[src/rtl/rsup_pkg.sv]
// Shared types and helpers for the reset supervisor.
// Assumes timeouts are given in milliseconds as positive integers.
package rsup_pkg;

    typedef enum logic [1:0] {
        WD_T_LONG  = 2'b00,
        WD_T_MID   = 2'b01,
        WD_T_SHORT = 2'b10,
        WD_T_OFF   = 2'b11
    } wd_sel_e;

    // Width needed to hold the value n.
    function automatic int unsigned cnt_width(input int unsigned n);
        return (n < 2) ? 1 : $clog2(n + 1);
    endfunction

endpackage

[src/rtl/rsup_sync.sv]
// Two-flop synchronizer for a vector of asynchronous inputs.
// Assumes each bit is independent; RST_VAL gives the reset level per bit.
module rsup_sync #(
    parameter int unsigned   WIDTH   = 2,
    parameter logic [WIDTH-1:0] RST_VAL = '0
) (
    input  logic             clk,
    input  logic             rst_n,
    input  logic [WIDTH-1:0] d_async,
    output logic [WIDTH-1:0] q_sync
);
    logic [WIDTH-1:0] meta_q;

    // Two register stages per bit to settle metastability.
    always_ff @(posedge clk) begin
        if (!rst_n) begin
            meta_q <= RST_VAL;
            q_sync <= RST_VAL;
        end else begin
            meta_q <= d_async;
            q_sync <= meta_q;
        end
    end
endmodule

[src/rtl/rsup_prescaler.sv]
// Divides the system clock to a one-cycle pulse every millisecond.
// Assumes CLKS_PER_MS >= 1.
module rsup_prescaler #(
    parameter int unsigned CLKS_PER_MS = 1000
) (
    input  logic clk,
    input  logic rst_n,
    output logic ms_tick
);
    localparam int unsigned PW = rsup_pkg::cnt_width(CLKS_PER_MS - 1);
    localparam logic [PW-1:0] LAST = PW'(CLKS_PER_MS - 1);

    logic [PW-1:0] div_q;

    // Free-running divider that wraps at the last clock of each millisecond.
    always_ff @(posedge clk) begin
        if (!rst_n)            div_q <= '0;
        else if (div_q == LAST) div_q <= '0;
        else                   div_q <= div_q + 1'b1;
    end

    assign ms_tick = (div_q == LAST);

    assert_tick_period_R3: assert property (@(posedge clk) disable iff (!rst_n)
        ms_tick |=> (div_q == '0));
endmodule

[src/rtl/rsup_hold.sv]
// Reset hold timer: clears on supply loss or a watchdog expiry and counts
// ms ticks up to HOLD_MS; reset is active until the count reaches HOLD_MS.
// Assumes supply_ok is already synchronized.
module rsup_hold #(
    parameter int unsigned HOLD_MS = 200
) (
    input  logic clk,
    input  logic rst_n,
    input  logic ms_tick,
    input  logic supply_ok,
    input  logic wd_fire,
    output logic hold_active
);
    localparam int unsigned HW = rsup_pkg::cnt_width(HOLD_MS);
    localparam logic [HW-1:0] HOLD_END = HW'(HOLD_MS);

    logic [HW-1:0] hold_q;

    // Restart on any reset cause, otherwise count ticks up to the end value.
    always_ff @(posedge clk) begin
        if (!rst_n)                         hold_q <= '0;
        else if (!supply_ok || wd_fire)     hold_q <= '0;
        else if (ms_tick && hold_q != HOLD_END) hold_q <= hold_q + 1'b1;
    end

    assign hold_active = (hold_q != HOLD_END);

    assert_supply_low_R2: assert property (@(posedge clk) disable iff (!rst_n)
        !supply_ok |=> hold_active);
    assert_hold_bound_R3: assert property (@(posedge clk) disable iff (!rst_n)
        hold_q <= HOLD_END);
    assert_release_on_tick_R3: assert property (@(posedge clk) disable iff (!rst_n)
        $fell(hold_active) |-> $past(ms_tick) && $past(supply_ok));
    assert_fire_restarts_R8: assert property (@(posedge clk) disable iff (!rst_n)
        wd_fire |=> (hold_q == '0));
endmodule

[src/rtl/rsup_watchdog.sv]
// Watchdog counter: counts ms ticks since the last kick and fires once the
// selected timeout is reached. Held at zero while reset is active or disabled.
// Assumes kick is a one-cycle pulse from a synchronized falling edge.
module rsup_watchdog #(
    parameter int unsigned TO_LONG_MS  = 1400,
    parameter int unsigned TO_MID_MS   = 600,
    parameter int unsigned TO_SHORT_MS = 200
) (
    input  logic       clk,
    input  logic       rst_n,
    input  logic       ms_tick,
    input  logic       kick,
    input  logic       hold_clr,
    input  logic       wd_en,
    input  logic [1:0] wd_sel,
    output logic       wd_fire
);
    import rsup_pkg::*;

    localparam int unsigned WW = cnt_width(TO_LONG_MS);

    logic [WW-1:0] wd_q;
    logic [WW:0]   limit;
    logic [WW:0]   next_val;
    logic          armed;

    // Decode the timeout select into a limit in milliseconds.
    always_comb begin
        unique case (wd_sel_e'(wd_sel))
            WD_T_LONG:  limit = (WW+1)'(TO_LONG_MS);
            WD_T_MID:   limit = (WW+1)'(TO_MID_MS);
            WD_T_SHORT: limit = (WW+1)'(TO_SHORT_MS);
            default:    limit = '0;
        endcase
    end

    assign armed    = wd_en && (wd_sel != WD_T_OFF) && !hold_clr;
    assign next_val = {1'b0, wd_q} + 1'b1;
    assign wd_fire  = armed && !kick && ms_tick && (next_val >= limit);

    // Clear on kick, reset or disable; otherwise count ticks and wrap on expiry.
    always_ff @(posedge clk) begin
        if (!rst_n)                 wd_q <= '0;
        else if (!armed || kick)    wd_q <= '0;
        else if (ms_tick) begin
            if (next_val >= limit)  wd_q <= '0;
            else                    wd_q <= next_val[WW-1:0];
        end
    end

    assert_kick_clears_R5: assert property (@(posedge clk) disable iff (!rst_n)
        kick |=> (wd_q == '0));
    assert_disabled_idle_R7: assert property (@(posedge clk) disable iff (!rst_n)
        (!wd_en || wd_sel == WD_T_OFF) |=> (wd_q == '0) && !wd_fire);
    assert_clear_in_reset_R9: assert property (@(posedge clk) disable iff (!rst_n)
        hold_clr |=> (wd_q == '0));
endmodule

[src/rtl/reset_supervisor.sv]
// Top of the reset supervisor: synchronizes the supply flag and the shared
// chip-select/watchdog pin, detects kicks on falling edges, and drives an
// active-low registered reset from the hold timer.
// Assumes clk runs continuously and CLKS_PER_MS clocks make one millisecond.
module reset_supervisor #(
    parameter int unsigned CLKS_PER_MS = 1000,
    parameter int unsigned HOLD_MS     = 200,
    parameter int unsigned TO_LONG_MS  = 1400,
    parameter int unsigned TO_MID_MS   = 600,
    parameter int unsigned TO_SHORT_MS = 200
) (
    input  logic       clk,
    input  logic       rst_n,
    input  logic       supply_ok_async,
    input  logic       csw_pin,
    input  logic       wd_en,
    input  logic [1:0] wd_sel,
    output logic       rst_out_n
);
    localparam int unsigned SYNC_W = 2;
    localparam int unsigned IDX_CSW = 1;
    localparam int unsigned IDX_SUP = 0;

    logic [SYNC_W-1:0] sync_q;
    logic csw_s, csw_prev_q, supply_s, kick, ms_tick, wd_fire, hold_active;

    rsup_sync #(.WIDTH(SYNC_W), .RST_VAL(2'b10)) i_sync (
        .clk     (clk),
        .rst_n   (rst_n),
        .d_async ({csw_pin, supply_ok_async}),
        .q_sync  (sync_q)
    );

    assign csw_s    = sync_q[IDX_CSW];
    assign supply_s = sync_q[IDX_SUP];

    // Delayed copy of the synchronized pin for falling-edge detection.
    always_ff @(posedge clk) begin
        if (!rst_n) csw_prev_q <= 1'b1;
        else        csw_prev_q <= csw_s;
    end

    assign kick = csw_prev_q && !csw_s;

    rsup_prescaler #(.CLKS_PER_MS(CLKS_PER_MS)) i_presc (
        .clk     (clk),
        .rst_n   (rst_n),
        .ms_tick (ms_tick)
    );

    rsup_watchdog #(
        .TO_LONG_MS (TO_LONG_MS),
        .TO_MID_MS  (TO_MID_MS),
        .TO_SHORT_MS(TO_SHORT_MS)
    ) i_wd (
        .clk      (clk),
        .rst_n    (rst_n),
        .ms_tick  (ms_tick),
        .kick     (kick),
        .hold_clr (hold_active),
        .wd_en    (wd_en),
        .wd_sel   (wd_sel),
        .wd_fire  (wd_fire)
    );

    rsup_hold #(.HOLD_MS(HOLD_MS)) i_hold (
        .clk         (clk),
        .rst_n       (rst_n),
        .ms_tick     (ms_tick),
        .supply_ok   (supply_s),
        .wd_fire     (wd_fire),
        .hold_active (hold_active)
    );

    // Registered active-low output, asserted during the block's own reset.
    always_ff @(posedge clk) begin
        if (!rst_n) rst_out_n <= 1'b0;
        else        rst_out_n <= !hold_active;
    end

    assert_out_follows_R1: assert property (@(posedge clk) disable iff (!rst_n)
        hold_active |=> !rst_out_n);
    assert_fire_resets_R6: assert property (@(posedge clk) disable iff (!rst_n)
        wd_fire |=> ##1 !rst_out_n);
endmodule

[config.mk]
export PLATFORM = sky130hd
export DESIGN_NAME = reset_supervisor
export DESIGN_NICKNAME = d
export VERILOG_FILES = /design/src/rtl/rsup_pkg.sv /design/src/rtl/rsup_sync.sv /design/src/rtl/rsup_prescaler.sv /design/src/rtl/rsup_hold.sv /design/src/rtl/rsup_watchdog.sv /design/src/rtl/reset_supervisor.sv
export SDC_FILE = /design/constraint.sdc
export NUM_CORES = 1
export LEC_CHECK = 0
export BUFFER_PORTS_ARGS = -buffer_cell sky130_fd_sc_hd__clkbuf_2
export CAP_MARGIN = 30
export CORE_ASPECT_RATIO = 0.9
export CORE_UTILIZATION = 55
export CTS_CLUSTER_DIAMETER = 80
export CTS_CLUSTER_SIZE = 14
export DETAILED_ROUTE_END_ITERATION = 10
export MAX_ROUTING_LAYER = met4
export PLACE_DENSITY = 0.86
export SLEW_MARGIN = 40
export SYNTH_ARGS = -nofsm -noshare
export SYNTH_HDL_FRONTEND = slang
export SYNTH_SLANG_ARGS = --single-unit
[constraint.sdc]
create_clock -name clk -period 2.4 [get_ports clk]
set_input_delay 0.12 -clock clk [delete_from_list [all_inputs] [get_ports clk]]
set_output_delay 0.12 -clock clk [all_outputs]
set_load 0.01 [all_outputs]
# Yosys cells after proc, flatten, opt, wreduce, memory -nomap -nowiden
# Cells that the tools add are included.
[word_totals] reg_bits=35 input_bits=7 output_inout_bits=1 word_cells=37
[op_classes] n_addsub=3 order_cmp=1 n_eq_ne=5 muxes=2 n_bitwise=1 reduce_logical=18
[op_table] cell="11-bit case mux with 3 select lines" count=1
[op_table] cell="11-bit by 1-bit adder with 12-bit output, second input constant" count=1
[op_table] cell="12-bit by 11-bit >= comparator with 1-bit output" count=1
[op_table] cell="11-bit 2-to-1 mux" count=1
[op_table] cell="10-bit by 1-bit adder with 10-bit output, second input constant" count=1
[op_table] cell="10-bit equality test, second input constant" count=1
[op_table] cell="8-bit by 1-bit adder with 8-bit output, second input constant" count=1
[op_table] cell="8-bit != test, second input constant" count=1
[op_table] cell="1-bit logical AND" count=7
[op_table] cell="2-bit OR reduction" count=3
[op_table] cell="1-bit zero test" count=5
[op_table] cell="2-bit by 1-bit equality test with 1-bit output, second input constant" count=1
[op_table] cell="2-bit equality test, second input constant" count=1
[op_table] cell="2-bit zero test" count=1
[op_table] cell="1-bit logical OR" count=2
[op_table] cell="2-bit != test, second input constant" count=1
[op_table] cell="1-bit inverter" count=1

# Logic depth before layout (Yosys ltp)
[logic_depth] ltp_word=8 depth_mapped=11 depth_no_buf=10

# Modules after synthesis
# A second synthesis with hierarchy kept.
[hier_totals] hier_cells=231 area_unflattened_um2=1983.2
[modules_own_cells] mod="rsup_watchdog" instances=1 cells_per_inst=115 area_per_inst_um2=914.6 seq_area_each_um2=220.2
[modules_own_cells] mod="rsup_prescaler" instances=1 cells_per_inst=54 area_per_inst_um2=478.0 seq_area_each_um2=200.2
[modules_own_cells] mod="rsup_hold" instances=1 cells_per_inst=49 area_per_inst_um2=426.7 seq_area_each_um2=160.2
[modules_own_cells] mod="rsup_sync" instances=1 cells_per_inst=8 area_per_inst_um2=105.1 seq_area_each_um2=80.1
[modules_own_cells] mod="reset_supervisor" instances=1 cells_per_inst=5 area_per_inst_um2=58.8 seq_area_each_um2=40.0

# Worst setup path after synthesis
# Ideal clock, no wire load.
[synth_timing] path_type="reg-to-reg" start="reg i_wd.wd_q[2]" end="reg i_wd.wd_q[10]" setup_time_ns=0.070 arrival_time_ns=2.331 required_ns=2.330 slack_ns=-0.001 stages_incl_launch_ff=11 path_buffers=1 synth_period_minus_slack_ns=2.401 cell_sequence="dfxtp_1 -> nand3_2 -> nor3_1 -> xor2_1 -> ha_1 -> a21oi_1 -> nand2_1 -> o2111ai_1 -> buf_2 -> nand4_1 -> a21oi_1"
[synth_via] elab_chain_len=3
[synth_rtl] item="from (decl)" line="rsup_watchdog.sv:22" rtl="logic [WW-1:0] wd_q;"
[synth_rtl] item="from (signal assigned)" line="rsup_watchdog.sv:47" rtl="else wd_q <= next_val[WW-1:0];"
[synth_rtl] item="11-bit by 1-bit adder with 12-bit output *" line="rsup_watchdog.sv:38" rtl="assign next_val = {1'b0, wd_q} + 1'b1;"
[synth_rtl] item="12-bit by 11-bit >= comparator with 1-bit output" line="rsup_watchdog.sv:46" rtl="if (next_val >= limit) wd_q <= '0;"
[synth_rtl] item="11-bit 2-to-1 mux *" line="rsup_watchdog.sv:46"
# Every way passes the cells marked *; elsewhere a longest branch is shown, timed or not.
# A chain may end at the register's enable or synchronous reset.

# Worst setup path after layout
[layout_timing] start="reg i_wd.wd_q[0]" end="reg i_wd.wd_q[3]"
# Same word-level chain as after synthesis.

==> impl_metrics.py <==
metrics = {
    "drt": {
        "vias": 1647,
        "ant_nets": 0,
        "vias_per_cell": 5.76,
        "drc": 0,
        "drt_iter0_drc": 120,
        "wirelength_um": 4100,
        "wl_per_cell_um": 14.3,
        "drt_first_pass_iters": 4,
    },
    "logic_synthesis": {
        "synthArstFlopShare_pct": 0,
        "synth_area_um2": 1950,
        "syn_nets": 244,
        "synthCells": 225,
        "ys_seq_elements": 35,
        "netlist.area_leader.share_pct": 36.0,
        "avgSynthCellArea_um2": 8.65,
        "netlist_top_cells_area": "dfxtp_1, ha_1, xnor2_1, nand2_1, a21oi_1",
        "netlist.top_cell.by_area": "dfxtp_1",
        "ys_warn_count": 0,
        "synth_edf_count": 0,
        "synthDistinctLibCells": 45,
        "ys.flop_type": "dfxtp_1",
        "yosysSeqAreaShare_pct": 36.0,
    },
    "cells_and_area": {
        "antennaDiodeCount": 0,
        "final_cell_mix": "dfxtp_1, nand2_1, nand3_1, nor2_1, a21oi_1",
        "area_growth_pct": 17.5,
        "fin_util_pct": 67.7,
        "drive_gt1_share_pct": 22.7,
        "final_common_cell": "dfxtp_1",
        "fill_cells": 256,
        "nNetsFinal": 260,
    },
    "floorplan": {
        "start_util_pct": 57.6,
        "coreArea_um2": 3380,
        "die_x_um": 64.7,
        "pin_count": 8,
        "rows": 20,
        "dieArea_um2": 3780,
        "die_y_um": 58.4,
    },
    "timing": {
        "fmax_mhz": 435,
        "slew_viol_final": 0,
        "fin_crit_sh_pct": 95.8,
        "min_period_ns": 2.30,
        "setup_viol": 0,
        "skew_ns": 0.0136,
        "fin_ws_ns": 0.100,
        "finalHoldViolations": 0,
        "worst_slew_pin_slew_ns": 0.531,
        "relSlewSlack_pct": 64.3,
    },
    "global_routing": {
        "grtUsageTotal_pct": 23.5,
        "grt_pass1_vias": 1497,
        "grt_antenna_before_repair": 0,
        "overflow": 0,
        "grt_pass1_wl_um": 6560,
        "grt_max_degree": 23,
    },
    "clock_network": {
        "clockRootBuffer": "clkbuf_8",
        "clk_latency_ns": 0.29,
        "cts_sinks": 35,
        "cts_buffers": 5,
        "ctsHoldBuffers": 0,
        "cts_tree": "yes",
        "clockBufferDepth": 2,
        "path_clk_slew_ns": 0.08,
        "cts_htree_levels": 2,
    },
    "placement": {
        "port_buffers": 7,
        "place.gp.congestion": 0.892,
        "place_ws_ns": -0.0509,
        "dpl.hpwl_um": 2750,
    },
    "worst_hold_path": {
        "holdPathEnd": "i_sync.meta_q[1]",
        "hp-class": "input pin to flop",
        "min_from": "csw_pin",
        "min_path_cells": 2,
    },
    "critical_path": {
        "path_class": "flop to flop",
        "crit_path_end_kind": "flop",
        "rr_endpoint": "i_wd.wd_q[3]",
        "cp-start-kind": "flop",
        "cp.required_ns": 2.61,
        "cp_max_fo": 6,
        "cp.arrival_ns": 2.51,
        "r2r_setup_slack_ns": 0.1,
        "r2r_start": "i_wd.wd_q[0]",
        "worst_r2r_path_depth": 10,
    },
    "power_and_ir_drop": {
        "power_density_nw_per_um2": 514,
        "peakVddDrop_mv": 0.386,
        "p_leak_nw": 0.839,
    },
    "run": {
        "drv_cap": 0,
    },
    "run_status": {
        "status": "complete, no violations",
    },
}
-- critical path: stages (launching register included) --
cell       delay [ns]
dfxtp_4          0.39
nand3_4          0.12
nor3_4           0.25
xor2_1           0.22
ha_1             0.31
a21oi_1          0.19
nand2_1          0.08
o2111ai_2        0.21
buf_4            0.19
nand4_1          0.11
a21oi_1          0.17
-- Yosys cell counts (5+ instances only) --
cell type / count
a21oi_1: 15
and3_1: 6
xor2_1: 7
xnor2_1: 11
clkbuf_1: 5
nand4_1: 11
nand2_1: 21
and2_1: 7
nor3_1: 9
nand2b_1: 7
nand3_1: 13
ha_1: 12
nor2_1: 13
dfxtp_1: 35
inv_1: 6
-- per-stage QoR --
step | hold WS [ns] | instances | setup TNS (ns) | cell area (µm²) | power, W
2_1_floorplan | 0.193 | 225 | 0 | 1950 | 0.000631
3_3_place_gp | 0.307 | 276 | -0.0414 | 2060 | 0.000642
3_5_place_dp | 0.306 | 276 | -0.0509 | 2060 | 0.000643
4_1_cts | 0.0101 | 284 | 0 | 2190 | 0.00119
5_1_grt | 0.0284 | 286 | -0.178 | 2290 | 0.00122
6_report | 0.0127 | 286 | 0 | 2290 | 0.00117
-- logic make-up after synthesis --
kind of cell	Yosys count	synth area share, %
flip-flops	35	36.0
multiplexers	1	0.514
AO/OA/AOI/OAI	31	10.2
AND/OR/NAND/NOR	113	33.7
adder cells (fa/ha/maj)	12	7.72
XOR/XNOR	18	8.10
buffers and inverters	15	3.79
-- registers in the layout, summed over array words and instances, names as in the netlist --
register and flops:
csw_prev_q 1, i_hold.hold_q 8, i_presc.div_q 10, i_sync.meta_q 2, i_sync.q_sync 2, i_wd.wd_q 11
rst_out_n 1
-- per-layer routing --
| layer | part of all wire, % | vias to the layer above | global-route usage [%] |
|---|---|---|---|
| li1 | - | 834 | - |
| met1 | 46 | 763 | 28.2 |
| met2 | 47 | 41 | 37.6 |
| met3 | 5.0 | 9 | 5.23 |
| met4 | 1.7 | 0 | 10.8 |
| met5 | 0 | - | - |
-- repair_timing --
| item | 4_1_cts | 5_1_grt |
|---|---|---|
| endpoints found under the hold margin | 0 | 0 |
| gates resized for setup | 3 | 24 |
| setup buffers | 0 | 2 |
| pin swaps | 0 | 9 |
| endpoints found under the setup margin | 15 | 16 |
-- power breakdown --
group	leakage, nW	switching [W]	internal (W)
sequential	0.289	0.00000632	0.000581
clock	0.0612	0.000213	0.000336
combinational	0.488	0.0000207	0.0000176
total	0.839	0.000240	0.000935
-- worst max-delay path by stage --
stage / start / to / slack, ns / cells past startpoint
6_report: i_wd.wd_q[0] / i_wd.wd_q[3] / 0.1 / 10
5_1_grt: i_wd.wd_q[0] / i_wd.wd_q[5] / -0.05 / 10
4_1_cts: i_wd.wd_q[0] / i_wd.wd_q[3] / 0.03 / 11
3_5_place_dp: i_wd.wd_q[7] / i_wd.wd_q[5] / -0.05 / 9
3_3_place_gp: i_wd.wd_q[7] / i_wd.wd_q[5] / -0.02 / 9
2_1_floorplan: i_wd.wd_q[2] / i_wd.wd_q[10] / 0.12 / 10
-- final cells by class --
cell class                      count  area [µm²]  share of cell area, %
Multi-Input combinational cell    175        1250                   54.6
Sequential cell                    35         726                   31.7
Timing Repair Buffer               18         118                   5.15
Clock buffer                        6        82.6                   3.61
Tap cell                           44        55.1                   2.41
Clock inverter                      2        35.0                   1.53
Inverter                            6        22.5                  0.985
Note: power is estimated with default switching activity, not from simulation.
